File: src/rtl/i2c_recover_pkg.sv
package i2c_recover_pkg;

    typedef enum logic [2:0] {
        ST_IDLE,
        ST_LEAD,
        ST_SCL_HI,
        ST_SCL_LO,
        ST_STP_SET,
        ST_STP_RISE,
        ST_STP_HOLD
    } rcv_state_e;

endpackage

File: src/rtl/rcv_sync2.sv
module rcv_sync2 #(
    parameter logic RST_VAL = 1'b1
) (
    input  logic clk,
    input  logic rst,
    input  logic d_i,
    output logic q_o
);
    logic s1_q, s2_q;

    always_ff @(posedge clk) begin
        if (rst) begin
            s1_q <= RST_VAL;
            s2_q <= RST_VAL;
        end else begin
            s1_q <= d_i;
            s2_q <= s1_q;
        end
    end

    assign q_o = s2_q;
endmodule

File: src/rtl/rcv_half_timer.sv
module rcv_half_timer #(
    parameter int HALF_CYC = 625
) (
    input  logic clk,
    input  logic rst,
    input  logic clr_i,
    output logic expire_o
);
    localparam int CW = $clog2(HALF_CYC + 1);
    localparam logic [CW-1:0] LAST = CW'(HALF_CYC - 1);

    logic [CW-1:0] cnt_d, cnt_q;

    always_comb begin
        cnt_d = cnt_q;
        if (clr_i || cnt_q == LAST) begin
            cnt_d = '0;
        end else begin
            cnt_d = cnt_q + 1'b1;
        end
    end

    always_ff @(posedge clk) begin
        if (rst) cnt_q <= '0;
        else     cnt_q <= cnt_d;
    end

    assign expire_o = (cnt_q == LAST);
endmodule

File: src/rtl/i2c_recover_seq.sv
module i2c_recover_seq
    import i2c_recover_pkg::*;
#(
    parameter int HALF_CYC   = 625,
    parameter int MAX_PULSES = 9
) (
    input  logic clk,
    input  logic rst,
    input  logic start_i,
    output logic busy_o,
    output logic done_o,
    output logic fail_o,
    output logic scl_pull_o,
    output logic sda_pull_o,
    input  logic scl_i,
    input  logic sda_i
);
    localparam int PW = $clog2(MAX_PULSES + 1);
    localparam logic [PW-1:0] PULSE_LIMIT = PW'(MAX_PULSES);

    typedef struct packed {
        rcv_state_e    state;
        logic [PW-1:0] pulses;
        logic          fail;
        logic          done;
        logic          scl_pull;
        logic          sda_pull;
    } rcv_regs_t;

    rcv_regs_t r_d, r_q;
    logic sda_s;
    logic tmr_clr;
    logic tmr_exp;
    logic scl_unused;

    // SCL is only observed; no stretching support
    assign scl_unused = scl_i;

    rcv_sync2 #(.RST_VAL(1'b1)) u_sda_sync (
        .clk (clk),
        .rst (rst),
        .d_i (sda_i),
        .q_o (sda_s)
    );

    rcv_half_timer #(.HALF_CYC(HALF_CYC)) u_timer (
        .clk      (clk),
        .rst      (rst),
        .clr_i    (tmr_clr),
        .expire_o (tmr_exp)
    );

    always_comb begin
        r_d     = r_q;
        r_d.done = 1'b0;
        tmr_clr = 1'b0;
        unique case (r_q.state)
            ST_IDLE: begin
                tmr_clr = 1'b1;
                if (start_i) begin
                    r_d.state  = ST_LEAD;
                    r_d.pulses = '0;
                    r_d.fail   = 1'b0;
                end
            end
            ST_LEAD, ST_SCL_LO: begin
                if (tmr_exp) begin
                    tmr_clr = 1'b1;
                    if (sda_s || r_q.pulses == PULSE_LIMIT) begin
                        r_d.state = ST_STP_SET;
                        r_d.fail  = ~sda_s;
                    end else begin
                        r_d.state  = ST_SCL_HI;
                        r_d.pulses = r_q.pulses + 1'b1;
                    end
                end
            end
            ST_SCL_HI: begin
                if (tmr_exp) begin
                    tmr_clr   = 1'b1;
                    r_d.state = ST_SCL_LO;
                end
            end
            ST_STP_SET: begin
                if (tmr_exp) begin
                    tmr_clr   = 1'b1;
                    r_d.state = ST_STP_RISE;
                end
            end
            ST_STP_RISE: begin
                if (tmr_exp) begin
                    tmr_clr   = 1'b1;
                    r_d.state = ST_STP_HOLD;
                end
            end
            ST_STP_HOLD: begin
                if (tmr_exp) begin
                    tmr_clr   = 1'b1;
                    r_d.state = ST_IDLE;
                    r_d.done  = 1'b1;
                end
            end
            default: begin
                tmr_clr   = 1'b1;
                r_d.state = ST_IDLE;
            end
        endcase

        // line enables registered alongside the state they belong to
        r_d.scl_pull = (r_d.state == ST_LEAD) || (r_d.state == ST_SCL_LO) ||
                       (r_d.state == ST_STP_SET);
        r_d.sda_pull = (r_d.state == ST_STP_SET) || (r_d.state == ST_STP_RISE);
    end

    always_ff @(posedge clk) begin
        if (rst) begin
            r_q.state    <= ST_IDLE;
            r_q.pulses   <= '0;
            r_q.fail     <= 1'b0;
            r_q.done     <= 1'b0;
            r_q.scl_pull <= 1'b0;
            r_q.sda_pull <= 1'b0;
        end else begin
            r_q <= r_d;
        end
    end

    assign busy_o     = (r_q.state != ST_IDLE);
    assign done_o     = r_q.done;
    assign fail_o     = r_q.fail;
    assign scl_pull_o = r_q.scl_pull;
    assign sda_pull_o = r_q.sda_pull;
endmodule

File: config.mk
export PLATFORM = sky130hd
export DESIGN_NAME = i2c_recover_seq
export DESIGN_NICKNAME = d
export VERILOG_FILES = /design/src/rtl/i2c_recover_pkg.sv /design/src/rtl/rcv_sync2.sv /design/src/rtl/rcv_half_timer.sv /design/src/rtl/i2c_recover_seq.sv
export SDC_FILE = /design/constraint.sdc
export NUM_CORES = 1
export LEC_CHECK = 0
export ABC_CLOCK_PERIOD_IN_PS = 2200
export BUFFER_PORTS_ARGS = -buffer_cell sky130_fd_sc_hd__clkbuf_2
export CAP_MARGIN = 20
export CORE_MARGIN = 2
export CORE_UTILIZATION = 57
export CTS_BUF_LIST = sky130_fd_sc_hd__clkbuf_4 sky130_fd_sc_hd__clkbuf_8 sky130_fd_sc_hd__clkbuf_16
export CTS_CLUSTER_DIAMETER = 40
export CTS_CLUSTER_SIZE = 24
export DETAILED_ROUTE_END_ITERATION = 16
export HOLD_SLACK_MARGIN = 0.1
export PLACE_DENSITY = 0.77
export SLEW_MARGIN = 25
export SYNTH_ARGS = -nofsm -noshare
export SYNTH_HDL_FRONTEND = slang
export SYNTH_HIERARCHICAL = 1
export SYNTH_SLANG_ARGS = --single-unit
File: constraint.sdc
create_clock -name clk -period 2.2 [get_ports clk]
set_input_delay 0.33 -clock clk [delete_from_list [all_inputs] [get_ports clk]]
set_output_delay 0.33 -clock clk [all_outputs]
set_load 0.01 [all_outputs]
---- Word-level counts from Yosys, hierarchy flattened ----
Cells that the tools add are included.
word-level totals
  bits in registers ....................... 23
  ROM bits ................................ 0
  RAM bits ................................ 0
  output and inout bits ................... 5
  bits in latches ......................... 0
  memories ................................ 0
  bits of input ports ..................... 5
cells by class
  reduce and logical (&&, ||, !) cells .... 14
  div/mod/pow operators ................... 0
  multiply operators ...................... 0
  $add $sub $neg .......................... 2
  multiplexer cells ....................... 13
  equal/unequal tests ..................... 16
  order comparisons ....................... 0
  bitwise operators ....................... 2
  shift-type cells ........................ 0
operator list
  cell                   count
  $pmux 3 s6             1
  $mux 8                 2
  $eq 3x3->1 const B     5
  $mux 3                 5
  $add 10x1->10 const B  1
  $eq 10x10->1 const B   1
  $pmux 5 s2             1
  $eq 3x2->1 const B     3
  $ne 2x2->1 const B     4
  $reduce_and 4->1       2
  $eq 3x1->1 const B     2
  $reduce_or 2->1        3
  $reduce_or 6->1        1
  $logic_or 1x1->1       5
  $add 4x1->4 const B    1
  $eq 4x4->1 const B     1
  $mux 4                 1
  $logic_not 3->1        1
  $mux 1                 3
  $reduce_bool 3->1      1
  $not 1->1              2
  $reduce_bool 2->1      1

---- Logic depth before layout (Yosys ltp) ----
Gate-level depths: netlist of run 1.
  depth after elaboration ................. 8
  mapped depth ............................ 10

---- Hierarchy ----
The synthesis of run 1 kept the hierarchy.
modules (own cells, without submodules)
  module           area an instance (µm²)  times used  cells an instance
  i2c_recover_seq  631.9                   1           79
  rcv_half_timer   473.0                   1           53
  rcv_sync2        52.6                    1           4

---- Least setup slack after synthesis of run 1 ----
No wires, ideal clock.
  path kind ............................... reg-to-reg
  start point ............................. register u_timer.cnt_q[4]
  end point ............................... register r_q, in the netlist fail_o
  period minus slack after synthesis ...... 1.948 ns
  buffers on the path ..................... 1
  slack ................................... 0.252 ns
  library setup time ...................... 0.101 ns
  cell stages (with the launch flop) ...... 7
  arrival time ............................ 1.847 ns
  cell sequence ........................... dfxtp_1 > or3b_4 > nor3_1 > buf_2 > inv_2 > or4_1 > o41ai_1
on the way
  cells in the longest elaborated chain, start to end .. 3
RTL lines
  item                               line                    RTL
  from (decl)                        rcv_half_timer.sv:12    logic [CW-1:0] cnt_d, cnt_q;
  from (signal assigned)             rcv_half_timer.sv:25    else cnt_q <= cnt_d;
  $eq 10x10->1                       rcv_half_timer.sv:28    assign expire_o = (cnt_q == LAST);
  net tmr_exp                        i2c_recover_seq.sv:33   logic tmr_exp;
  $ne 2x2->1 (no source line)        n/a
  $reduce_and 4->1 (no source line)  n/a
  to (signal assigned)               i2c_recover_seq.sv:124  r_q <= r_d;
  to (decl)                          i2c_recover_seq.sv:30   rcv_regs_t r_d, r_q;
The timed path passes the listed nets, and every way through them passes these cells.
A chain may end at the register's enable or synchronous reset.

---- Worst setup path after layout of run 1 ----
Ends and elaborated chain as after synthesis.

==> key figures, run 1 <==
Run status
  – Status: finished, final reports clean

Clock network
  – Post-cts resize count: 0
  – Cts hold-fix bufs: 0
  – Clock tree from TritonCTS: yes
  – Clock buffer depth: 2
  – Reg clk slew, reported paths: 120 ps
  – CTS H-Tree Depth: 1
  – Root buf cell: clkbuf_4
  – Worst-Skew Late Latency: 300 ps
  – Num CTS Buffers: 3
  – Setup Buffers After CTS: 0
  – CTS sink cnt: 23

Pwr
  – Cell internal pwr: 0.5328 mW
  – Power Density: 552.9 nW/um^2
  – Comb power frac: 8.2%
  – Switch share: 22.98%
  – Switching pwr: 0.1589 mW
  – Leak: 0.4542 nW
  – Clock Power Share: 29.0%
  – Max IR drop VDD: 0.4006 mV
  – Share of power burned in registers: 62.8%

Logic synthesis
  – Post-Syn Nets: 145
  – Synth Register Bits: 23
  – Async SR Flop Fraction: 0%
  – Count of different cell masters after synthesis: 39
  – Yosys Warn Count: 6
  – Avg Synthesized Cell Area: 8.510 um^2
  – Synth Instances: 136
  – EDFF count, synth: 0
  – Dominant synthesized flop cell: dfxtp_1
  – Seq/Total Area, Yosys: 39.78%
  – Synthesized cell area: 1157 um^2

GRT
  – Pin count of the biggest net entering global routing: 15
  – Remaining Overflow, GRT: 0
  – All-Layer GR Usage: 18.88%
  – Vias in the first global route: 893
  – First-pass GRT wire length: 3608 um
  – Initial antenna violation count: 0

Timing
  – Count of final max-slew check failures: 0
  – Hold Slack: 207.4 ps
  – Tcrit/Tclk final: 94.62%
  – Final setup fails: 0
  – Setup TNS: 0 ps
  – Final hold viol count: 0
  – Fmax: 480.4 MHz
  – Skew final: 10.20 ps
  – RSZ-0062 raised after global routing: false
  – Relative slew slack: 68.19%
  – Worst-margin pin slew: 477.2 ps
  – Final worst path period need: 2082 ps

Drt
  – Routed wire length: 2128 um
  – Routed Antenna Nets: 0
  – Router iterations before antenna repair: 4
  – 1st-iter DRT viols: 33
  – DR WL/cell: 12.37 um
  – Vias after detailed routing: 1018
  – Vias/cell: 5.919
  – DRC Markers: 0

Floorplanning
  – Core area: 1942 um^2
  – Die area: 2407 um^2
  – Initial core utilization: 59.60%
  – Rows: 16
  – I/O pins: 10
  – Die width: 49.06 um
  – Die Ht: 49.06 um

Placement
  – Port Buf Inserts: 8
  – RD Place Congestion: 0.8025
  – DP HPWL: 1587 um

Layout
  – Area Overhead vs Synth: 8.108%
  – Nets: 155
  – Antenna Cells: 0
  – Layout cell share with drive strength beyond 1: 13.10%

Worst hold path
  – Hold Path Cell Cnt: 2
  – Hold Path Class: input pin to register

Setup path
  – Worst path cell trace: or3b_4 -> nor3_1 -> inv_2 -> or4_1 -> o41ai_1
  – Largest stage delay, worst path: 540 ps
  – Top delay family on crit path: simple AND/OR/NAND/NOR gates
  – Startpoint types: register
  – WP data arrival: 2290 ps
  – Setup CP Type: register to register
  – Reg2reg path depth: 5
  – CP Capture Type: register
  – Buf+Inv Stages, Crit Path: 1
  – CP Depth: 5
  – Crit path required time: 2410 ps
  – CP max-delay cell: or4_1
  – Crit path max fanout: 6

Flow run
  – Max Cap Violations: 0
## metrics by stage
step                cell area [um^2]  power (mW)  instances  util [%]  worst slack (ps)
floorplan                       1157      0.4836        136         -             252.1
global route                    1251      0.7230        172     64.43             46.12
finish                          1251      0.6917        172     64.43             118.3
detailed placement              1221      0.5009        168     62.89             135.6
CTS                             1251      0.7000        172     64.43             113.5
global placement                1221      0.4983        168     62.89             219.3
## cell usage in the layout, fill, tap and decap left out, types with 2 or more instances in the layout
cell      netlist  final
dfxtp_1        23     23
nand2_1        11     11
a21oi_1        10     10
nor2_1          9      9
nand3_1         8      8
o21ai_0         8      8
or3_1           8      8
clkbuf_2        0      8
inv_1           6      6
or4_1           4      4
ha_1            4      4
clkbuf_4        0      4
nand2b_1        3      3
mux2i_1         3      3
o31ai_1         3      3
and3_1          3      3
nor3_1          3      3
nand4_1         3      3
or2_1           2      2
xor2_1          2      2
## state kept, by name (all words and copies together), names as in the netlist
name and count:
u_sda_sync/q_o 1, r_q 7, sda_pull_o 1, u_sda_sync/s1_q 1, fail_o 1, scl_pull_o 1
u_timer/cnt_q 10, done_o 1
## logic make-up after synthesis
| group | Yosys count | share of synthesized area (%) |
|---|---|---|
| and+or+nand+nor | 62 | 30.16 |
| buffers and inverters | 11 | 3.784 |
| adders and majority gates | 4 | 4.324 |
| AOI/OAI and AO/OA | 30 | 17.08 |
| xor gates and xnor gates | 3 | 2.271 |
| muxes | 3 | 2.595 |
| DFF | 23 | 39.78 |
## Yosys cell counts (3+ instances only)
cell type | instances | area [um^2]
ha_1 | 4 | 50.05
and3_1 | 3 | 18.77
o31ai_1 | 3 | 22.52
dfxtp_1 | 23 | 460.4
nand2_1 | 11 | 41.29
a21oi_1 | 10 | 50.05
inv_1 | 6 | 22.52
nand2b_1 | 3 | 18.77
nor2_1 | 9 | 33.78
or4_1 | 4 | 30.03
mux2i_1 | 3 | 30.03
or3_1 | 8 | 50.05
nand4_1 | 3 | 18.77
nand3_1 | 8 | 40.04
o21ai_0 | 8 | 40.04
nor3_1 | 3 | 15.01
## power by group through the flow
stage                     registers, mW  logic (mW)  clock network (mW)
final                             0.434      0.0569               0.200
after global routing              0.436      0.0648               0.222
after CTS                         0.435      0.0571               0.208
after detailed placement          0.444      0.0570                   0
after global placement            0.443      0.0550                   0
after floorplan                   0.440      0.0433                   0
## cell type report
type,count,area (um^2)
clock buffer,4,30.03
timing repair buffer,9,47.55
tap,27,33.78
sequential,23,460.4
multi-input combinational,102,653.1
fill,197,690.7
inverter,7,26.28
## metal layers
| layer | global-route usage, % | wire length, um | vias up | share of wire (%) |
|---|---|---|---|---|
| li1 | - | - | 512 | - |
| met1 | 21.98 | 958 | 481 | 45 |
| met2 | 34.23 | 1100 | 23 | 52 |
| met3 | 3.681 | 57 | 2 | 2.7 |
| met4 | 6.190 | 12 | 0 | 0.56 |
| met5 | 0 | 0 | - | 0 |
## worst paths after layout
| path | start | end | slack (ps) |
|---|---|---|---|
| worst min register to register | u_sda_sync/s1_q | u_sda_sync/q_o | 430 |
| worst max register to register | u_timer/cnt_q[4] | fail_o | 120 |
| worst max-delay path | u_timer/cnt_q[4] | fail_o | 120 |
| worst min-delay path | sda_i | u_sda_sync/s1_q | 210 |
Power figures use the tool's default switching activity.
==> run 2, diff against run 1 <==
- BUFFER_PORTS_ARGS: -buffer_cell sky130_fd_sc_hd__clkbuf_2 -> unset
- CORE_UTILIZATION: 57 -> 60
- DONT_BUFFER_PORTS: unset -> 1
- PLACE_DENSITY: 0.77 -> 0.76
==> key figures, run 2 (synthesized netlist as in run 1, its figures left out) <==
Run status
  – Status: finished, final reports clean

Setup path
  – Reg2reg path depth: 5 (unchanged)
  – Crit path max fanout: 6 (unchanged)
  – Worst path cell trace: or3b_4 -> nor3_1 -> inv_2 -> or4_1 -> o41ai_1
  – Startpoint types: register
  – WP data arrival: 2230 ps (-60 ps)
  – Crit path required time: 2420 ps (about the same)
  – Crit path from: u_timer/cnt_q[4]
  – CP max-delay cell: or4_1
  – Worst R2R Start: u_timer/cnt_q[4]
  – Setup CP Type: register to register
  – CP Capture Type: register
  – Largest stage delay, worst path: 520 ps (-20 ps)

Drt
  – Routed wl met2: 1028 um (-6.5%)
  – Vias/cell: 5.921 (about the same)
  – Top Layer Used: met4
  – DR WL/cell: 12.30 um (-0.59%)
  – 1st-iter DRT viols: 16 (-52%)
  – Vias after detailed routing: 971 (-4.6%)
  – Metal-1 WL: 917 um (-4.3%)
  – DRC Markers: 0 (unchanged)
  – Routed Antenna Nets: 0 (unchanged)
  – Routed wire length: 2017 um (-5.2%)
  – Met3 routed wirelength: 58 um (+1.8%)
  – Router iterations before antenna repair: 4 (unchanged)

Clock network
  – Num CTS Buffers: 3 (unchanged)
  – Clock tree from TritonCTS: yes
  – CTS sink cnt: 23 (unchanged)
  – Root buf cell: clkbuf_4
  – Reg clk slew, reported paths: 120 ps (about the same)
  – CTS H-Tree Depth: 1 (unchanged)
  – Worst-Skew Late Latency: 300 ps (about the same)
  – Clock buffer depth: 2 (unchanged)

Layout
  – Commonest non-fill, non-tap cell in the layout: dfxtp_1
  – Layout cell share with drive strength beyond 1: 7.914% (-5.2 points)
  – Max FFs per register: 10 (unchanged)
  – Top Registers: u_timer/cnt_q (10), r_q (7)
  – Final Core Density: 69.65% (+5.2 points)
  – Commonest non-fill, non-tap cells in the layout: 23 x dfxtp_1, 11 x nand2_1, 10 x a21oi_1
  – Nets: 149 (-3.9%)
  – Antenna Cells: 0 (unchanged)
  – Most flops, register: u_timer/cnt_q
  – Area Overhead vs Synth: 6.162%

Worst hold path
  – Hold Path Class: input pin to register
  – HP Start: rst
  – Hold Path Cell Cnt: 1 (-1)

Timing
  – Relative slew slack: 70.94% (+2.8 points)
  – RSZ-0062 raised after global routing: false
  – Hold Slack: 112.3 ps (-95.12 ps)
  – Final worst path period need: 2012 ps (-69.21 ps)
  – Final setup fails: 0 (unchanged)
  – Tcrit/Tclk final: 91.48% (-3.1 points)
  – Fmax: 496.9 MHz (+3.4%)
  – Setup TNS: 0 ps (unchanged)
  – Count of final max-slew check failures: 0 (unchanged)
  – Worst-margin pin slew: 429.8 ps (-47.38 ps)
  – Skew final: 7.440 ps (-2.757 ps)
  – Final hold viol count: 0 (unchanged)

Placement
  – DP HPWL: 1472 um (-7.2%)
  – Port Buf Inserts: 0 (-8)
  – RD Place Congestion: 0.8316 (+3.6%)

Floorplanning
  – Die Ht: 47.92 um (-2.3%)
  – Core area: 1764 um^2 (-9.1%)
  – Rows: 15 (-1)
  – Die area: 2296 um^2 (-4.6%)
  – Die width: 47.92 um (-2.3%)
  – Initial core utilization: 65.60% (+6.0 points)
  – I/O pins: 10 (unchanged)

GRT
  – Initial antenna violation count: 0 (unchanged)
  – Remaining Overflow, GRT: 0 (unchanged)
  – Vias in the first global route: 884 (-1.0%)
  – All-Layer GR Usage: 20.94% (+2.1 points)
  – Pin count of the biggest net entering global routing: 15 (unchanged)
  – First-pass GRT wire length: 3429 um (-5.0%)

Pwr
  – Leak: 0.4274 nW (-5.9%)
  – Power Density: 562.4 nW/um^2 (+1.7%)
  – Max IR drop VDD: 0.4087 mV (+2.0%)

Flow run
  – Max Cap Violations: 0 (unchanged)
## run 2: cell types whose count changed in the layout (fill, tap and decap cells not counted)
cell           delta
clkbuf_2          -8
dlygate4sd3_1     +2
## run 2: per-stage QoR
stage / cells / area (um^2) / setup WS, ps / total power [mW]
floorplan: 136 / 1157 / 252.1 / 0.4836
global placement: 158 / 1179 / 206.8 / 0.4912
detailed placement: 158 / 1179 / 208.0 / 0.4933
CTS: 163 / 1219 / 183.3 / 0.6962
global route: 164 / 1229 / 53.97 / 0.7193
finish: 164 / 1229 / 187.5 / 0.6910
## run 2: final timing paths
| kind | to | slack, ps |
|---|---|---|
| max reg2reg | fail_o | 190 |
| min | u_sda_sync/s1_q | 110 |
| min reg2reg | u_sda_sync/q_o | 430 |
| max | fail_o | 190 |
## run 2: repair_timing
action                                  CTS  global route
hold buffers                              1             1
buffers inserted                          0             0
resized for setup                         0             0
endpoints found under the setup margin    0             0
endpoints found under the hold margin     1             1
## run 2: worst max-delay path, delay by kind of cell (launching register included)
family	cells	cell delay (ps)
compound gates	1	220
buf+inv	1	110
flops	1	420
simple gates	3	1180
## run 2: area by class of cell
cell class / instances / area (um^2)
multi-input combinational: 102 / 653.1
fill: 161 / 535.5
sequential: 23 / 460.4
tap: 25 / 31.28
clock buffer: 4 / 30.03
timing repair buffer: 3 / 27.53
inverter: 7 / 26.28
## run 2: power by group
part / leakage [nW] / internal (mW) / switching (mW)
logic: 0.222 / 0.0244 / 0.0275
clock network: 0.0184 / 0.0830 / 0.121
registers: 0.187 / 0.425 / 0.0106
## run 2: metal layers
layer / global-route usage (%) / vias to the layer above
met1: 25.28 / 453
li1: - / 500
met5: 0 / -
met3: 3.396 / 2
met2: 36.80 / 16
met4: 8.108 / 0
